## src/rtl/fsp_pkg.sv

```systemverilog
package fsp_pkg;

    // Bit positions of the read-back status byte (the decoder reads these)
    localparam int unsigned SB_WIP  = 0;
    localparam int unsigned SB_WEL  = 1;
    localparam int unsigned SB_BP0  = 2;
    localparam int unsigned SB_SRWD = 7;
    localparam int unsigned BP_W    = 3;
    localparam int unsigned NCODES  = 1 << BP_W;

    // Marker in the region table meaning "code protects nothing"
    localparam logic [7:0] REGION_NONE = 8'hFF;

    typedef struct packed {
        logic            srwd;
        logic [BP_W-1:0] bp;
        logic            wel;
    } stat_t;

    function automatic logic [7:0] pack_status(stat_t s, logic wip);
        logic [7:0] b;
        b                       = '0;
        b[SB_SRWD]              = s.srwd;
        b[SB_BP0 +: BP_W]       = s.bp;
        b[SB_WEL]               = s.wel;
        b[SB_WIP]               = wip;
        return b;
    endfunction

endpackage

```

## src/rtl/fsp_wp_sync.sv

```systemverilog
module fsp_wp_sync #(
    parameter int unsigned STAGES = 2
) (
    input  logic clk,
    input  logic rst_n,
    input  logic async_in,
    output logic sync_out
);
    // Resets high: a released pin means "not protected"
    logic [STAGES-1:0] chain_d, chain_q;

    always_comb begin
        chain_d = chain_q;
        chain_d[0] = async_in;
        for (int i = 1; i < STAGES; i++) begin
            chain_d[i] = chain_q[i-1];
        end
    end

    always_ff @(posedge clk or negedge rst_n) begin
        if (!rst_n) chain_q <= '1;
        else        chain_q <= chain_d;
    end

    assign sync_out = chain_q[STAGES-1];

    AST_SYNC_DELAY: assert property (@(posedge clk) disable iff (!rst_n)
        $rose(chain_q[0]) |=> chain_q[1]) else $error("sync stage skipped");

endmodule

```

## src/rtl/fsp_region.sv

```systemverilog
module fsp_region
    import fsp_pkg::*;
#(
    parameter int unsigned ADDR_W = 12,
    parameter logic [NCODES-1:0][7:0] PROT_LOG2 =
        {8'd12, 8'd11, 8'd10, 8'd9, 8'd8, 8'd7, 8'd6, 8'hFF}
) (
    input  logic [BP_W-1:0]   bp,
    input  logic [ADDR_W-1:0] addr,
    output logic              hit
);
    logic [NCODES-1:0] code_hit;

    for (genvar n = 0; n < NCODES; n++) begin : g_code
        localparam int unsigned L = int'(PROT_LOG2[n]);
        if (PROT_LOG2[n] == REGION_NONE) begin : g_none
            assign code_hit[n] = 1'b0;
        end else if (L >= ADDR_W) begin : g_all
            assign code_hit[n] = 1'b1;
        end else begin : g_top
            // top 2^L locations: all address bits above L are ones
            assign code_hit[n] = &addr[ADDR_W-1:L];
        end
    end

    assign hit = code_hit[bp];

    always_comb begin
        AST_ZERO_CODE_FREE: assert (!(hit && bp == '0 && PROT_LOG2[0] == REGION_NONE))
            else $error("code 0 reported protection");
    end

endmodule

```

## src/rtl/fsp_stat_core.sv

```systemverilog
module fsp_stat_core
    import fsp_pkg::*;
#(
    parameter int unsigned WR_CYCLES = 8
) (
    input  logic       clk,
    input  logic       rst_n,
    input  logic       hw_prot,
    input  logic       ext_busy,
    input  logic       wren_req,
    input  logic       wrsr_req,
    input  logic [7:0] wrsr_data,
    output stat_t      stat,
    output logic       wip
);
    localparam int unsigned CNT_W = $clog2(WR_CYCLES + 1);
    localparam logic [CNT_W-1:0] CNT_LOAD = CNT_W'(WR_CYCLES);

    typedef struct packed {
        stat_t            st;
        logic [CNT_W-1:0] cnt;
    } core_t;

    core_t r_d, r_q;
    logic  int_busy, busy, wrsr_go, accept, refuse, wren_go;

    always_comb begin
        int_busy = (r_q.cnt != '0);
        busy     = int_busy | ext_busy;
        wrsr_go  = wrsr_req & ~busy & r_q.st.wel;
        accept   = wrsr_go & ~hw_prot;
        refuse   = wrsr_go &  hw_prot;
        wren_go  = wren_req & ~busy & ~wrsr_req;

        r_d = r_q;
        if (int_busy) begin
            r_d.cnt = r_q.cnt - 1'b1;
            if (r_q.cnt == CNT_W'(1)) r_d.st.wel = 1'b0;
        end
        if (accept) begin
            r_d.st.srwd = wrsr_data[SB_SRWD];
            r_d.st.bp   = wrsr_data[SB_BP0 +: BP_W];
            r_d.cnt     = CNT_LOAD;
        end else if (refuse) begin
            r_d.st.wel  = 1'b0;
        end else if (wren_go) begin
            r_d.st.wel  = 1'b1;
        end
    end

    always_ff @(posedge clk or negedge rst_n) begin
        if (!rst_n) r_q <= '0;
        else        r_q <= r_d;
    end

    assign stat = r_q.st;
    assign wip  = int_busy | ext_busy;

    AST_NO_OVERFLOW: assert property (@(posedge clk) disable iff (!rst_n)
        r_q.cnt <= CNT_LOAD) else $error("write counter overflow");
    AST_NOWEL_IGNORED: assert property (@(posedge clk) disable iff (!rst_n)
        (wrsr_req && !r_q.st.wel && !int_busy) |=> $stable(r_q.st)) else $error("write taken without WEL");
    AST_HPM_REFUSE: assert property (@(posedge clk) disable iff (!rst_n)
        (wrsr_req && r_q.st.wel && hw_prot && !busy) |=>
            (!r_q.st.wel && $stable(r_q.st.srwd) && $stable(r_q.st.bp) && r_q.cnt == '0)) else $error("protected write not refused");
    AST_WEL_END: assert property (@(posedge clk) disable iff (!rst_n)
        $fell(int_busy) |-> !r_q.st.wel) else $error("WEL survived write");
    AST_BUSY_WREN: assert property (@(posedge clk) disable iff (!rst_n)
        (wren_req && ext_busy && !int_busy && !wrsr_req) |=> $stable(r_q.st)) else $error("request taken while busy");
    AST_BUSY_STABLE_BITS: assert property (@(posedge clk) disable iff (!rst_n)
        (int_busy && $past(int_busy)) |-> ($stable(r_q.st.srwd) && $stable(r_q.st.bp))) else $error("bits changed mid-write");

endmodule

```

## src/rtl/fsp_status_guard.sv

```systemverilog
module fsp_status_guard
    import fsp_pkg::*;
#(
    parameter int unsigned ADDR_W    = 12,
    parameter int unsigned WR_CYCLES = 8,
    parameter int unsigned SYNC_STG  = 2,
    parameter logic [NCODES-1:0][7:0] PROT_LOG2 =
        {8'd12, 8'd11, 8'd10, 8'd9, 8'd8, 8'd7, 8'd6, 8'hFF}
) (
    input  logic              clk,
    input  logic              rst_n,
    input  logic              wp_n_pin,
    input  logic              ext_busy,
    input  logic              wren_req,
    input  logic              wrsr_req,
    input  logic [7:0]        wrsr_data,
    input  logic [ADDR_W-1:0] chk_addr,
    output logic [7:0]        status_byte,
    output logic              hw_prot,
    output logic              addr_prot
);
    logic  wp_n_s;
    stat_t stat;
    logic  wip;

    fsp_wp_sync #(.STAGES(SYNC_STG)) u_sync (
        .clk      (clk),
        .rst_n    (rst_n),
        .async_in (wp_n_pin),
        .sync_out (wp_n_s)
    );

    // Protected mode is a level: it follows both inputs, in any order
    assign hw_prot = stat.srwd & ~wp_n_s;

    fsp_stat_core #(.WR_CYCLES(WR_CYCLES)) u_core (
        .clk       (clk),
        .rst_n     (rst_n),
        .hw_prot   (hw_prot),
        .ext_busy  (ext_busy),
        .wren_req  (wren_req),
        .wrsr_req  (wrsr_req),
        .wrsr_data (wrsr_data),
        .stat      (stat),
        .wip       (wip)
    );

    fsp_region #(.ADDR_W(ADDR_W), .PROT_LOG2(PROT_LOG2)) u_region (
        .bp   (stat.bp),
        .addr (chk_addr),
        .hit  (addr_prot)
    );

    assign status_byte = pack_status(stat, wip);

    AST_HPM_EXIT: assert property (@(posedge clk) disable iff (!rst_n)
        $fell(hw_prot) |-> wp_n_s) else $error("left protected mode with pin low");
    AST_PIN_HIGH_FREE: assert property (@(posedge clk) disable iff (!rst_n)
        wp_n_s |-> !hw_prot) else $error("protected mode with pin high");
    AST_RSVD_ZERO: assert property (@(posedge clk) disable iff (!rst_n)
        status_byte[6:5] == 2'b00) else $error("reserved bits set");

endmodule

```

## config.mk

```make
export PLATFORM = sky130hd
export DESIGN_NAME = fsp_status_guard
export DESIGN_NICKNAME = d
export VERILOG_FILES = /design/src/rtl/fsp_pkg.sv /design/src/rtl/fsp_wp_sync.sv /design/src/rtl/fsp_region.sv /design/src/rtl/fsp_stat_core.sv /design/src/rtl/fsp_status_guard.sv
export SDC_FILE = /design/constraint.sdc
export NUM_CORES = 1
export LEC_CHECK = 0
export BUFFER_PORTS_ARGS = -buffer_cell sky130_fd_sc_hd__buf_2
export CAP_MARGIN = 30
export CORE_UTILIZATION = 44
export CTS_BUF_LIST = sky130_fd_sc_hd__clkbuf_16
export DETAILED_ROUTE_END_ITERATION = 8
export GPL_TIMING_DRIVEN = 0
export PLACE_DENSITY = 0.81
export SLEW_MARGIN = 0
export SYNTH_ARGS = -nofsm -noshare
export SYNTH_HDL_FRONTEND = slang
export SYNTH_SLANG_ARGS = --single-unit
```

## constraint.sdc

```tcl
create_clock -name clk -period 4.85 [get_ports clk]
set_input_delay 0.485 -clock clk [delete_from_list [all_inputs] [get_ports clk]]
set_output_delay 0.485 -clock clk [all_outputs]
set_load 0.02 [all_outputs]
```

Word level (Yosys, flattened, before mapping)
Index checks and enable logic that the tools add are counted.
{"block": "word_totals", "regBits": 11, "output_inout_bits": 10, "word_cells": 35}
{"block": "op_classes", "n_addsub": 1, "magnitude_cmp": 1, "n_eq_ne": 1, "mux": 8, "bitwise_logic": 12, "reduce_logical": 7}
{"operator": "$and 1x1->1", "n": 7}
{"operator": "$reduce_and 6->1", "n": 1}
{"operator": "$mux 1", "n": 5}
{"operator": "$mux 5", "n": 1}
{"operator": "$reduce_and 5->1", "n": 1}
{"operator": "$eq 4x1->1 const B", "n": 1}
{"operator": "$lt 3x4->1 const B", "n": 1}
{"operator": "$mux 4", "n": 1}
{"operator": "$not 1->1", "n": 4}
{"operator": "$reduce_and 4->1", "n": 1}
{"operator": "$reduce_bool 4->1", "n": 1}
{"operator": "$sub 4x1->4 const B", "n": 1}
{"operator": "$bmux 1 s3", "n": 1}
{"operator": "$reduce_and 3->1", "n": 1}
{"operator": "$reduce_and 2->1", "n": 1}
{"operator": "$reduce_bool 2->1", "n": 1}
{"operator": "$or 1x1->1", "n": 1}

Logic depth before layout (Yosys ltp)
{"block": "logic_depth", "word_depth": 8, "ltp_mapped": 3, "ltp_nobuf": 3}

By module
From an unflattened synthesis, not the netlist that was laid out.
{"block": "unflattened", "hier_cells": 52, "hier_area_um2": 585.6}
{"mod": "fsp_stat_core", "n_inst": 1, "cells_per_inst": 39, "area_per_inst_um2": 446.7}
{"mod": "fsp_wp_sync", "n_inst": 1, "cells_per_inst": 2, "area_per_inst_um2": 52.6}
{"mod": "fsp_region", "n_inst": 1, "cells_per_inst": 6, "area_per_inst_um2": 46.3}
{"mod": "fsp_status_guard", "n_inst": 1, "cells_per_inst": 5, "area_per_inst_um2": 40.0}

Least setup slack after synthesis
Ideal clock, no wire load.
{"block": "synth_timing", "kind": "reg2reg", "from": "register u_core.r_q[1] (netlist name)", "to": "register u_core.r_q, in the netlist u_core.stat[1]", "arrival_time_ns": 1.644, "slack_ns": 3.081, "stages_incl_launch_ff": 4, "n_path_buf": 0, "path_cell_list": "dfrtp_1 -> or4_4 -> nor4_4 -> mux2_2"}
{"block": "synth_between", "elab_chain_len": 6}
{"element": "start, declared", "line_no": "fsp_stat_core.sv:24", "rtl": "core_t r_d, r_q;"}
{"element": "start signal, assigned", "line_no": "fsp_stat_core.sv:53", "rtl": "else r_q <= r_d;"}
{"element": "$reduce_bool 4->1", "line_no": "fsp_stat_core.sv:28", "rtl": "int_busy = (r_q.cnt != '0);"}
{"element": "$or 1x1->1", "line_no": "fsp_stat_core.sv:29", "rtl": "busy = int_busy | ext_busy;"}
{"element": "$not 1->1", "line_no": "fsp_stat_core.sv:30", "rtl": "wrsr_go = wrsr_req & ~busy & r_q.st.wel;"}
{"element": "$and 1x1->1 (2 in a row)", "line_no": "fsp_stat_core.sv:30"}
{"element": "$and 1x1->1", "line_no": "fsp_stat_core.sv:31", "rtl": "accept = wrsr_go & ~hw_prot;"}
Every way passes these cells.
A chain may end at the register's enable or synchronous reset.

Worst setup path after layout
{"block": "layout_timing", "from": "register u_core.r_q[1] (netlist name)", "to": "register u_core.r_q, in the netlist u_core.stat[3]"}
The elaborated chain is that of the path after synthesis.

==> impl_metrics.ini <==
[outcome]
outcome = completed

[run]
max-cap-violations = 0

[setup_path]
max_stage_delay_ns = 0.58
end_kind = flip-flop
critPathSlowestCell = or4_4
worst_setup_path_start_kind = flip-flop
crit_type = reg -> reg
crit_chain = or4_4 -> nor4_4 -> mux2_2
worstPathRequired_ns = 4.97
worstPathBufferInverterCount = 0
worstPathArrival_ns = 2.04
cp_max_fo = 6
crit_family = simple AND/OR/NAND/NOR gates

[clocking]
cts_sinks = 11
cts_tree = built
cts-resized-gates = 0
cts.clk_slew.worst_paths_ns = 0.04
cts_root_buf = clkbuf_16
cts_buffer_depth = 2
cts_setup_buffers = 0
htree_levels = 1
clock_latency_ns = 0.24
hold_buffers = 0
cts_buffers = 3

[synthesis]
ys_ff_latch = 11
avgSynthCellArea_um2 = 10.85
synth_cell_types = 28
yosysSeqAreaShare_pct = 46.54
synth_area_um2 = 596.8
synthCells = 55
synth_edf_count = 0
async_flop_share_pct = 100.0
yosysWarnings = 0
ys.flop_type = dfrtp_1

[floorplan]
io_pins = 36
core_um2 = 1186
dieArea_um2 = 1508
die_y_um = 38.83
row_count = 12
initial_core_util_pct = 50.32
die_x_um = 38.83

[routing]
drt_wl_total_um = 1285
vias = 490
drc_errors = 0
first_iter_violations = 8
viasPerCell = 5.052
drt_first_pass_iters = 4
final_antenna_net_count = 0
avgRoutedWirePerCell_um = 13.25

[layout]
fill_cells = 98
final_common_cell = buf_2
diodes = 0
finalNetCount = 110
final_cell_mix = buf_2, dfrtp_1, buf_4, nand2_1, mux2_2
fin_cells = 97
final_area_um2 = 812.0
area_growth_pct = 36.06
drive_gt1_share_pct = 54.22

[power]
power.density_nw_per_um2 = 667.3
cellLeakagePower_nw = 0.4198
peakVddDrop_mv = 0.5151

[sta]
period_share_pct = 39.56
slew_viol_final = 0
rsz0062_at_grt = no
worst_slack_ns = 2.931
hold_violations = 0
finalCriticalPeriod_ns = 1.919
clock.fmax_mhz = 521.2
holdWs_ns = 0.1099
finalSetupTns_ns = 0
skew_ns = 0.001682
setup-violations-final = 0

[placement]
hpwlAfterDp_um = 857.6
pre_cts_ws_ns = 2.960
place_inst = 93
dpl-instance-area_um2 = 733.2
port_buffers = 23
place_congestion = 0.7043

[global_routing]
grt_pass1_vias = 485
grt_start_max_net_pins = 12
grt_pass1_wl_um = 2152
grt-ovfl-total = 0
grt_antenna_before_repair = 0
track_usage_pct = 22.05

[hold_path]
worst_hold_path_type = in -> async
## path summary, 6_finish.rpt
kind	startpoint	end	cells past startpoint	slack [ns]
max	u_core.r_q[1]	u_core.stat[3]	3	2.93
min	rst_n	u_core.stat[0]	1	0.11
max reg2reg	u_core.r_q[1]	u_core.stat[3]	3	2.93
min reg2reg	u_sync.chain_q[0]	u_sync.chain_q[1]	0	0.35
max in group asynchronous	rst_n	u_sync.chain_q[0]	1	4.48
min in group clk	wp_n_pin	u_sync.chain_q[0]	1	0.35
## synth_stat cells (2+ instances only)
| library cell | count | share of area (%) |
|---|---|---|
| nor2_1 | 2 | 1.3 |
| dfstp_2 | 2 | 8.8 |
| nor3_1 | 2 | 1.7 |
| nand2_1 | 5 | 3.1 |
| o21ai_0 | 2 | 1.7 |
| mux2_2 | 4 | 7.5 |
| dfrtp_1 | 9 | 38 |
| buf_4 | 8 | 10 |
| inv_1 | 2 | 1.3 |
## area by class of cell
cell class	count	area, um^2	area share (%)
plain buffers	8	60.06	7.396
clock buffers	3	75.07	9.245
clock inverters	1	3.754	0.4622
inverters	2	7.507	0.9245
multi-input cells	35	255.2	31.43
flip-flops and latches	11	277.8	34.21
well taps	14	17.52	2.157
repair buffers	23	115.1	14.18
## metal layers
metal,GRT usage [%],part of all wire (%),wire length [um]
met5,0,0,0
met4,5.172,0,0
met3,8.671,5.3,68
met2,37.92,52,673
met1,25.37,42,543
## power by group
part           switching [mW]  internal [mW]  total, mW  leakage, nW
Sequential             0.0403          0.126      0.167        0.132
Clock                  0.0393          0.108      0.147       0.0423
Combinational           0.112          0.116      0.228        0.245
## logic make-up (layout without fill, tap and decap cells)
family                 count (synthesis)  after routing  synth area share [%]
and+or+nand+nor                       18             18                 20.55
DFF                                   11             11                 46.54
buffers and inverters                 10             37                 11.32
muxes                                  4              4                 7.547
other                                  1              2                0.6283
AOI/OAI and AO/OA                     11             11                 13.42
## per-stage QoR
stage	total power [mW]	util (%)
after floorplan	0.3326	-
after global placement	0.3821	61.81
after detailed placement	0.3886	61.81
after CTS	0.5426	68.46
after global routing	0.5767	68.46
final	0.5418	68.46
## flip-flops by register name, summed over array words and instances, names as in the netlist
register and count:
u_core.stat 5, u_core.r_q 4, u_sync.chain_q 2
(Power assumes the default switching activity.)
